===== src/rtl/clk_src_ramp_seq.sv =====
module clk_src_ramp_seq #(
  parameter int RATE_W  = 16,
  parameter int DIV_W   = 4,
  parameter int MAX_DIV = 12,
  parameter int CLK_MHZ = 2
) (
  input  logic              clk,
  input  logic              rst_n,
  input  logic              req_valid,
  input  logic              req_to_alt,
  input  logic [RATE_W-1:0] old_rate,
  input  logic [RATE_W-1:0] new_rate,
  input  logic [RATE_W-1:0] alt_rate,
  output logic [DIV_W-1:0]  div_out,
  output logic              sel_alt,
  output logic              busy,
  output logic              done,
  output logic              err
);
  localparam int SETTLE = 10 * CLK_MHZ;
  localparam int CNT_W  = $clog2(SETTLE + 1);

  typedef enum logic [1:0] {M_DIV_SEL, M_SEL, M_SEL_DIV, M_RAMP} mode_t;

  logic [RATE_W-1:0] top_rate;
  logic [RATE_W:0]   quot, div_need, ramp_ref, alt_x2;
  logic              bad, wide_gap;
  mode_t             next_mode;

  assign top_rate = (old_rate > new_rate) ? old_rate : new_rate;
  assign quot     = (top_rate == '0) ? '0 :
                    ({1'b0, alt_rate} + {1'b0, top_rate} - 1'b1) / {1'b0, top_rate};
  assign div_need = (quot == '0) ? (RATE_W+1)'(1) : quot;
  assign bad      = (top_rate == '0) || (div_need > (RATE_W+1)'(MAX_DIV));
  assign ramp_ref = {1'b0, (req_to_alt ? old_rate : new_rate)};
  assign alt_x2   = {alt_rate, 1'b0};
  assign wide_gap = ramp_ref > alt_x2;

  always_comb begin
    if (div_need == (RATE_W+1)'(1))
      next_mode = wide_gap ? M_RAMP : M_SEL;
    else
      next_mode = req_to_alt ? M_DIV_SEL : M_SEL_DIV;
  end

  mode_t             mode;
  logic [2:0]        idx;
  logic [CNT_W-1:0]  cnt;
  logic [DIV_W-1:0]  d_hold;
  logic              tgt_sel;

  logic              op_sel, op_last;
  logic [DIV_W-1:0]  op_div;

  always_comb begin
    op_sel  = 1'b0;
    op_div  = DIV_W'(1);
    op_last = 1'b0;
    case (mode)
      M_DIV_SEL: begin
        op_sel  = (idx != 3'd0);
        op_div  = d_hold;
        op_last = (idx != 3'd0);
      end
      M_SEL: begin
        op_sel  = 1'b1;
        op_last = 1'b1;
      end
      M_SEL_DIV: begin
        op_sel  = (idx == 3'd0);
        op_last = (idx != 3'd0);
      end
      default: begin
        case (idx)
          3'd0:    op_div = DIV_W'(2);
          3'd1:    op_div = DIV_W'(3);
          3'd2:    op_sel = 1'b1;
          3'd3:    op_div = DIV_W'(2);
          default: begin
            op_div  = DIV_W'(1);
            op_last = 1'b1;
          end
        endcase
      end
    endcase
  end

  always_ff @(posedge clk or negedge rst_n) begin
    if (!rst_n) begin
      div_out <= DIV_W'(1);
      sel_alt <= 1'b0;
      busy    <= 1'b0;
      done    <= 1'b0;
      err     <= 1'b0;
      mode    <= M_SEL;
      idx     <= '0;
      cnt     <= '0;
      d_hold  <= DIV_W'(1);
      tgt_sel <= 1'b0;
    end else begin
      done <= 1'b0;
      err  <= 1'b0;
      if (!busy) begin
        if (req_valid) begin
          if (bad) begin
            err <= 1'b1;
          end else begin
            busy    <= 1'b1;
            mode    <= next_mode;
            idx     <= '0;
            cnt     <= '0;
            d_hold  <= div_need[DIV_W-1:0];
            tgt_sel <= req_to_alt;
          end
        end
      end else if (cnt != '0) begin
        cnt <= cnt - 1'b1;
      end else begin
        if (op_sel) sel_alt <= tgt_sel;
        else        div_out <= op_div;
        if (op_last) begin
          busy <= 1'b0;
          done <= 1'b1;
        end else begin
          idx <= idx + 3'd1;
          cnt <= (mode == M_RAMP) ? CNT_W'(SETTLE - 1) : '0;
        end
      end
    end
  end
endmodule



===== config.mk =====
export PLATFORM = sky130hd
export DESIGN_NAME = clk_src_ramp_seq
export DESIGN_NICKNAME = d
export VERILOG_FILES = /design/src/rtl/clk_src_ramp_seq.sv
export SDC_FILE = /design/constraint.sdc
export NUM_CORES = 1
export LEC_CHECK = 0
export BUFFER_PORTS_ARGS = -buffer_cell sky130_fd_sc_hd__buf_2
export CAP_MARGIN = 20
export CORE_ASPECT_RATIO = 1.25
export CORE_MARGIN = 1
export CORE_UTILIZATION = 35
export DETAILED_ROUTE_END_ITERATION = 8
export HOLD_SLACK_MARGIN = 0.02
export SYNTH_ARGS = -nofsm -noshare
export SYNTH_HDL_FRONTEND = slang
export SYNTH_SLANG_ARGS = --single-unit

===== constraint.sdc =====
create_clock -name clk -period 3.3 [get_ports clk]
set_clock_uncertainty 0.05 [all_clocks]
set_input_delay 0.495 -clock clk [delete_from_list [all_inputs] [get_ports clk]]
set_output_delay 0.495 -clock clk [all_outputs]
set_load 0.02 [all_outputs]

# Yosys cells after proc, flatten, opt, wreduce, memory -nomap -nowiden
# Cells that the tools add are included.
totals:
  out_inout_bits: 8
  word_cells: 85
  regBits: 23
  inputBits: 52
classes:
  eq_ne: 11
  div: 1
  addsub: 4
  n_mux: 35
  reduce_logical: 17
  n_bitwise: 4
  order_cmp: 3
ops:
  columns: ["operator", "count"]
  rows:
  - ["$mux 17", 2]
  - ["$mux 16", 2]
  - ["$mux 5", 6]
  - ["$add 16x16->17", 1]
  - ["$div 17x16->17", 1]
  - ["$eq 17x1->1 const B", 1]
  - ["$gt 16x17->1", 1]
  - ["$gt 17x4->1 const B", 1]
  - ["$logic_not 17->1", 1]
  - ["$sub 17x1->17 const B", 1]
  - ["$gt 16x16->1", 1]
  - ["$logic_not 16->1", 1]
  - ["$mux 3", 5]
  - ["$mux 1", 13]
  - ["$reduce_and 3->1", 4]
  - ["$pmux 4 s2", 1]
  - ["$eq 3x2->1 const B", 2]
  - ["$mux 2", 3]
  - ["$ne 2x2->1 const B", 3]
  - ["$reduce_or 2->1", 3]
  - ["$reduce_bool 5->1", 1]
  - ["$sub 5x1->5 const B", 1]
  - ["$eq 2x2->1 const B", 2]
  - ["$not 1->1", 4]
  - ["other kinds (14)", 14]

# Depth between registers and ports, before layout
# Gate-level depths: netlist (run 1).
logic_depth:
  ltp_word: 13
  ltp_mapped: 181
  ltp_nobuf: 172

# Least setup slack after synthesis (run 1)
# OpenSTA, ideal clock, no wires.
synth_path:
  kind: "input to register"
  start: "in new_rate[15]"
  end: "reg d_hold[0]"
  required_ns: 3.170
  path_buffers: 16
  setup_slack_ns: -33.652
  t_arrival_ns: 36.822
  stages: 163
  setup_ns: 0.080
  path_cell_list: "inv_1 > ha_1 > nand4_2 > nor4_2 > nand2_1 > buf_2 > buf_1 > nand2_1 > clkbuf_1 > nor2_1 > a21oi_1 > ha_1 > inv_1 > ha_1 > fa_1 > a211oi_1 > o21bai_1 > a21oi_1 > [... 127 more ...] > a41o_1 > o32a_1 > o21ai_2 > a2bb2oi_1 > nor2_1 > buf_4 > o21ai_0 > ha_1 > a31o_2 > maj3_1 > maj3_1 > a221o_1 > o211ai_2 > a311o_2 > nand2_2 > buf_2 > nor3b_1 > nor2_1"
synth_between:
  elab_chain_len: 12
  word_cells_on_any_way: 13
  classes_between: "2 x add/sub; 1 x div; 2 x order compare; 3 x mux; 1 x bitwise; 4 x reduce/logical"
synth_rtl:
  columns: ["item", "line_no", "rtl"]
  rows:
  - ["from (decl)", "12", "input logic [RATE_W-1:0] new_rate,"]
  - ["$gt 16x16->1", "30", "assign top_rate = (old_rate > new_rate) ? old_rate : new_rate;"]
  - ["$mux 16 *", "30", null]
  - ["$add 16x16->17", "32", "({1'b0, alt_rate} + {1'b0, top_rate} - 1'b1) / {1'b0, top_rate};"]
  - ["$sub 17x1->17", "32", null]
  - ["$div 17x16->17", "32", null]
  - ["$mux 17", "31", "assign quot = (top_rate == '0) ? '0 :"]
  - ["$logic_not 17->1", "33", "assign div_need = (quot == '0) ? (RATE_W+1)'(1) : quot;"]
  - ["$mux 17", "33", null]
  - ["$gt 17x4->1", "34", "assign bad = (top_rate == '0) || (div_need > (RATE_W+1)'(MAX_DIV));"]
  - ["$logic_or 1x1->1", "34", null]
  - ["$not 1->1 (no line)", null, null]
  - ["$reduce_and 3->1 (no line)", null, null]
  - ["to (signal assigned)", "112", "d_hold <= div_need[DIV_W-1:0];"]
  - ["to (decl)", "49", "logic [DIV_W-1:0] d_hold;"]
# Mark *: on every way between the ends. The rest lies on a longest branch, timed or not.
# A chain may end at the register's enable or synchronous reset.

# Worst setup path in the final report (run 1)
layout_path:
  start: "in old_rate[15]"
  end: "reg cnt[3]"
layout_between:
  elab_chain_len: 12
  word_cells_on_any_way: 13
  classes_between: "2 x add/sub; 1 x div; 2 x order compare; 1 x eq/ne; 3 x mux; 4 x reduce/logical"
layout_rtl:
  columns: ["item", "line_no", "rtl"]
  rows:
  - ["from (decl)", "11", "input logic [RATE_W-1:0] old_rate,"]
  - ["$gt 16x16->1", "30", null]
  - ["$mux 16 *", "30", null]
  - ["$add 16x16->17", "32", null]
  - ["$sub 17x1->17", "32", null]
  - ["$div 17x16->17", "32", null]
  - ["$mux 17", "31", null]
  - ["$logic_not 17->1", "33", null]
  - ["$mux 17", "33", null]
  - ["$gt 17x4->1", "34", null]
  - ["$logic_or 1x1->1 *", "34", null]
  - ["$ne 2x2->1 (no line) *", null, null]
  - ["$reduce_and 3->1 (no line) *", null, null]
  - ["to (signal assigned)", "117", "cnt <= cnt - 1'b1;"]
  - ["to (signal assigned)", "126", "cnt <= (mode == M_RAMP) ? CNT_W'(SETTLE - 1) : '0;"]
  - ["to (decl)", "48", "logic [CNT_W-1:0] cnt;"]
# Marks and branches as above.

==> results of run 1 <==
-- state kept, by name (all words and copies together), names as in the netlist --
register	flops
sel_alt	1
busy	1
mode	2
cnt	5
done	1
tgt_sel	1
d_hold	4
div_out	4
err	1
idx	3
-- cell type report --
cell class                 count  area (um^2)
multi-input combinational   1501        13200
fill                        2761        11500
timing repair buffer         957         7200
sequential                    23          579
tap                          423          529
inverter                      89          379
clock buffer                   3         75.1
clock inverter                 1         5.00
-- metrics by stage --
step	hold WS, ns	setup TNS (ns)	util	setup WS [ns]	cells
2_1_floorplan	0.149	-473.31	-	-28.00	1652
3_3_place_gp	0.414	-491.35	0.569	-29.01	2805
3_5_place_dp	0.419	-504.84	0.569	-29.80	2805
4_1_cts	0.168	-467.74	0.636	-27.60	2961
5_1_grt	0.193	-507.31	0.655	-29.92	2997
6_report	0.158	-482.98	0.655	-28.48	2997
-- worst max path at each step --
stage                     cells after the start          from       to  slack [ns]
final                                       178  old_rate[15]   cnt[3]      -28.48
after global routing                        173  old_rate[15]  tgt_sel      -29.92
after CTS                                   168  new_rate[13]   cnt[3]      -27.60
after detailed placement                    162   new_rate[6]   cnt[2]      -29.80
after global placement                      160   new_rate[6]   cnt[2]      -29.01
after floorplan                             164   new_rate[6]  tgt_sel      -28.00
-- layer usage --
metal / GRT usage / vias to the layer above / part of all wire
li1: - / 8073 / -
met4: 0.198 / 0 / 0.072
met2: 0.617 / 619 / 0.50
met1: 0.352 / 7981 / 0.38
met5: 0 / - / 0
met3: 0.0464 / 268 / 0.052
-- critical path: cells and delay by family --
kind                       cells  cell delay [ns]
AOI/OAI and AO/OA             60            10.46
and+or+nand+nor               46             7.90
buffers and inverters         45             6.02
adders and majority gates     17             4.28
muxes                          8             2.41
xor gates and xnor gates       2             0.28
-- cell usage after synthesis, types with 23 or more instances --
cell type  count
mux2_2        35
clkbuf_1      27
xnor2_1       74
nand4_1       23
o211ai_1      24
nor2b_1       23
nand2b_1      23
a21o_1        42
nand3_1       38
nor2_1       140
nand2_1      163
o21a_1        43
mux2i_1       24
a21oi_1      113
o21ai_0      100
nor3_1        61
ha_1         203
inv_1         87
a31oi_1       31
xor2_1        41
-- cells by family (layout without fill, tap and decap cells) --
logic type	Yosys count	in the layout	synth area share
xor gates and xnor gates	116	116	0.0867
AOI/OAI and AO/OA	513	513	0.292
muxes	60	60	0.0544
DFF	23	23	0.0488
and+or+nand+nor	599	603	0.253
buffers and inverters	132	1050	0.0452
adders and majority gates	209	209	0.220
-- repair_timing --
action | CTS | global route
resized for setup | 200 | 60
endpoints found under the setup margin | 17 | 17
gates cloned | 4 | 0
buffers inserted | 149 | 36
pin swaps | 180 | 94
==> results.toml, run 1 <==
[synth]
synth_top_area_share = 0.214
seq_area_frac_synth = 0.0488
synthCells = 1652
synth_area_um2 = 11900
ys.flop_type = "dfrtp_1"
syn_nets = 1908
synth_top_area_cell = "ha_1"
syn_avg_cell_area_um2 = 7.19
yosys_warnings = 0
ys_types = 98
synth_enable_flop_cells = 0
synth-async-reset-ratio = 1.00
ys_seq_elements = 23
yosys-top-cells-area = "ha_1, xnor2_1, nand2_1"

[clocking]
clock_latency_ns = 0.25
cts-root-buf = "clkbuf_16"
cts_buffers = 3
clkSlewWorstSetupHoldPaths_ns = 0.06
hold_buffers = 0
cts_buffer_depth = 2
h-tree-depth = 1
cts.sinks = 23
tritoncts = "yes"

[critical_path]
slowest_delay_ns = 0.44
cp-start-kind = "primary input"
cp_common_cell = "buf_4"
rrSetupSlack_ns = 0.60
criticalPathCategory = "in -> reg"
cp_max_fo = 8
crit_path_end_kind = "flip-flop"
crit_arrival_ns = 31.90
r2r-end = "cnt[3]"
r2r_cells = 11
r2r_start = "idx[0]"
cp.required_ns = 3.42
cpMaxStageDelayCell = "a2111oi_4"

[timing]
slew_headroom = 0.583
finalCriticalPeriod_ns = 31.78
setup_slack_ns = -28.48
drv_slew = 0
fmax_ghz = 0.0315
setup_violations = 17
grt_setup_unrepaired = "true"
worstMarginPinSlew_ns = 0.621
post-route-period-util = 9.63
hold_viol = 0

[place]
dp_hpwl_um = 45700
port_buffers = 59
gp_congestion = 0.973
postPlaceCellArea_um2 = 19100

[status]
violations = "setup timing"
status = "finished with violations"

[route]
antenna_left = 0
drtIter0Drc = 1110
remaining_drc_errors = 0
post_drt_wl_per_cell_um = 20.0
drt_first_pass_iters = 7
routed_wl_um = 60100
vias = 16900
vias_per_cell = 5.65

[floorplanning]
die_area_um2 = 34700
start_util = 0.354
die_w_um = 167
ios = 60
fp.dieH_um = 208
num_rows = 75
coreArea_um2 = 33500

[global_routing]
grt_pass1_wl_um = 91200
grt_pass1_vias = 17700
global_route.overflow_total = 0
grt_antenna_before_repair = 0
grt_max_degree = 24
grt_usage = 0.331

[run]
cap_violations = 0

[finish]
antennaDiodeCount = 0
final_cell_area_um2 = 22000
mostFrequentLayoutCells = "buf_4, nand2_1, ha_1, nor2_1, a21oi_1"
drive_gt1_frac = 0.529
nNetsFinal = 2831
final_common_cell = "buf_4"
syn_to_final_growth_pct = 84.9

[hold_path]
min_path_type = "in -> async"
Power of run 1 is not shown: default switching activity piles up to over one toggle a cycle in this logic, so the estimate is an artifact.
==> run 2, diff against run 1 <==
- CTS_BUF_LIST: not set -> sky130_fd_sc_hd__clkbuf_8
==> results.toml, run 2 (synthesis results as in run 1) <==
[floorplanning]
fp.dieH_um = 208
die_area_um2 = 34700
ios = 60
die_w_um = 167
num_rows = 75
coreArea_um2 = 33500
start_util = 0.354

[finish]
syn_to_final_growth_pct = 84.5
seq_area_um2 = 579
nNetsFinal = 2828
antennaDiodeCount = 0
multi_input_area_um2 = 13200
mostFrequentLayoutCells = "buf_4, nand2_1, ha_1, nor2_1, a21oi_1"
largest_reg_flops = 5
reg_top3 = "cnt (5), d_hold (4), div_out (4)"
top_register = "cnt"
fillers = 2763
drive_gt1_frac = 0.529
final_common_cell = "buf_4"

[global_routing]
global_route.overflow_total = 0
grt_antenna_before_repair = 0
grt_pass1_wl_um = 91300
grt_usage = 0.332
grt_pass1_vias = 17700
grt_max_degree = 24

[route]
vias = 16900
dr_wl_met3_um = 2960
routed_wl_um = 60000
remaining_drc_errors = 0
post_drt_wl_per_cell_um = 20.0
wl_met2_um = 29900
antenna_left = 0
drt_first_pass_iters = 5
vias_per_cell = 5.64
routed.top_layer = "met4"
wl_met1_um = 22900
drtIter0Drc = 1133

[timing]
setup_slack_ns = -28.53
drv_slew = 0
setup_violations = 17
hold_viol = 0
slew_headroom = 0.582
finalCriticalPeriod_ns = 31.83
fmax_ghz = 0.0314
worstMarginPinSlew_ns = 0.623
grt_setup_unrepaired = "true"
post-route-period-util = 9.65

[clocking]
cts_buffers = 3
cts_buffer_depth = 2
cts.sinks = 23
hold_buffers = 0
h-tree-depth = 1
tritoncts = "yes"
clock_latency_ns = 0.27
clkSlewWorstSetupHoldPaths_ns = 0.08
cts-root-buf = "clkbuf_8"

[place]
place_ws_ns = -29.80
dp_hpwl_um = 45700
gp_congestion = 0.973
port_buffers = 59

[status]
status = "finished with violations"
violations = "setup timing"

[critical_path]
cpMaxStageDelayCell = "a2111oi_4"
criticalPathCategory = "in -> reg"
cp_top_family = "compound AO/OA/AOI/OAI gates"
cp_max_fo = 8
cp-start-kind = "primary input"
cp.required_ns = 3.39
crit_arrival_ns = 31.92
cp_common_cell = "buf_4"
crit_path_end_kind = "flip-flop"
slowest_delay_ns = 0.44
path_buf_inv = 44

[hold_path]
min_path_type = "in -> async"

[run]
cap_violations = 0
run 2: worst paths after layout:
path	from	slack, ns	to	cells past startpoint
worst max-delay path	old_rate[15]	-28.53	idx[0]	174
worst min-delay path	rst_n	0.13	div_out[2]	1
worst max register to register	idx[1]	0.57	cnt[2]	13
worst min register to register	div_out[0]	0.43	div_out[0]	2
max in group asynchronous	rst_n	2.70	mode[0]	1
min in group clk	div_out[0]	0.43	div_out[0]	2
run 2: what timing repair did:
item,CTS,global route
setup endpoints to repair,17,17
pin swaps,180,96
cloned,4,0
gates resized for setup,201,61
buffers inserted,149,33
run 2: metal layers:
metal | global-route usage | vias to the layer above
met5 | 0 | -
met4 | 0.200 | 0
met3 | 0.0438 | 270
met2 | 0.616 | 586
met1 | 0.355 | 7963
li1 | - | 8071
run 2: area by class of cell:
class,instances,share of cell area
multi-input combinational,1501,0.602
timing repair buffer,954,0.328
sequential,23,0.0264
tap,423,0.0242
inverter,89,0.0173
clock buffer,3,0.00188
clock inverter,1,0.000228
run 2: stage by stage:
step / TNS [ns] / cell area (um^2) / hold WS, ns / cells / utilization
after floorplan: -473.31 / 13300 / 0.149 / 1652 / -
after global placement: -491.35 / 19100 / 0.414 / 2805 / 0.569
after detailed placement: -504.84 / 19100 / 0.419 / 2805 / 0.569
after CTS: -467.45 / 21300 / 0.144 / 2961 / 0.635
after global routing: -506.13 / 21900 / 0.163 / 2994 / 0.654
final: -483.27 / 21900 / 0.134 / 2994 / 0.654
Power of run 2 is left out for the same reason.
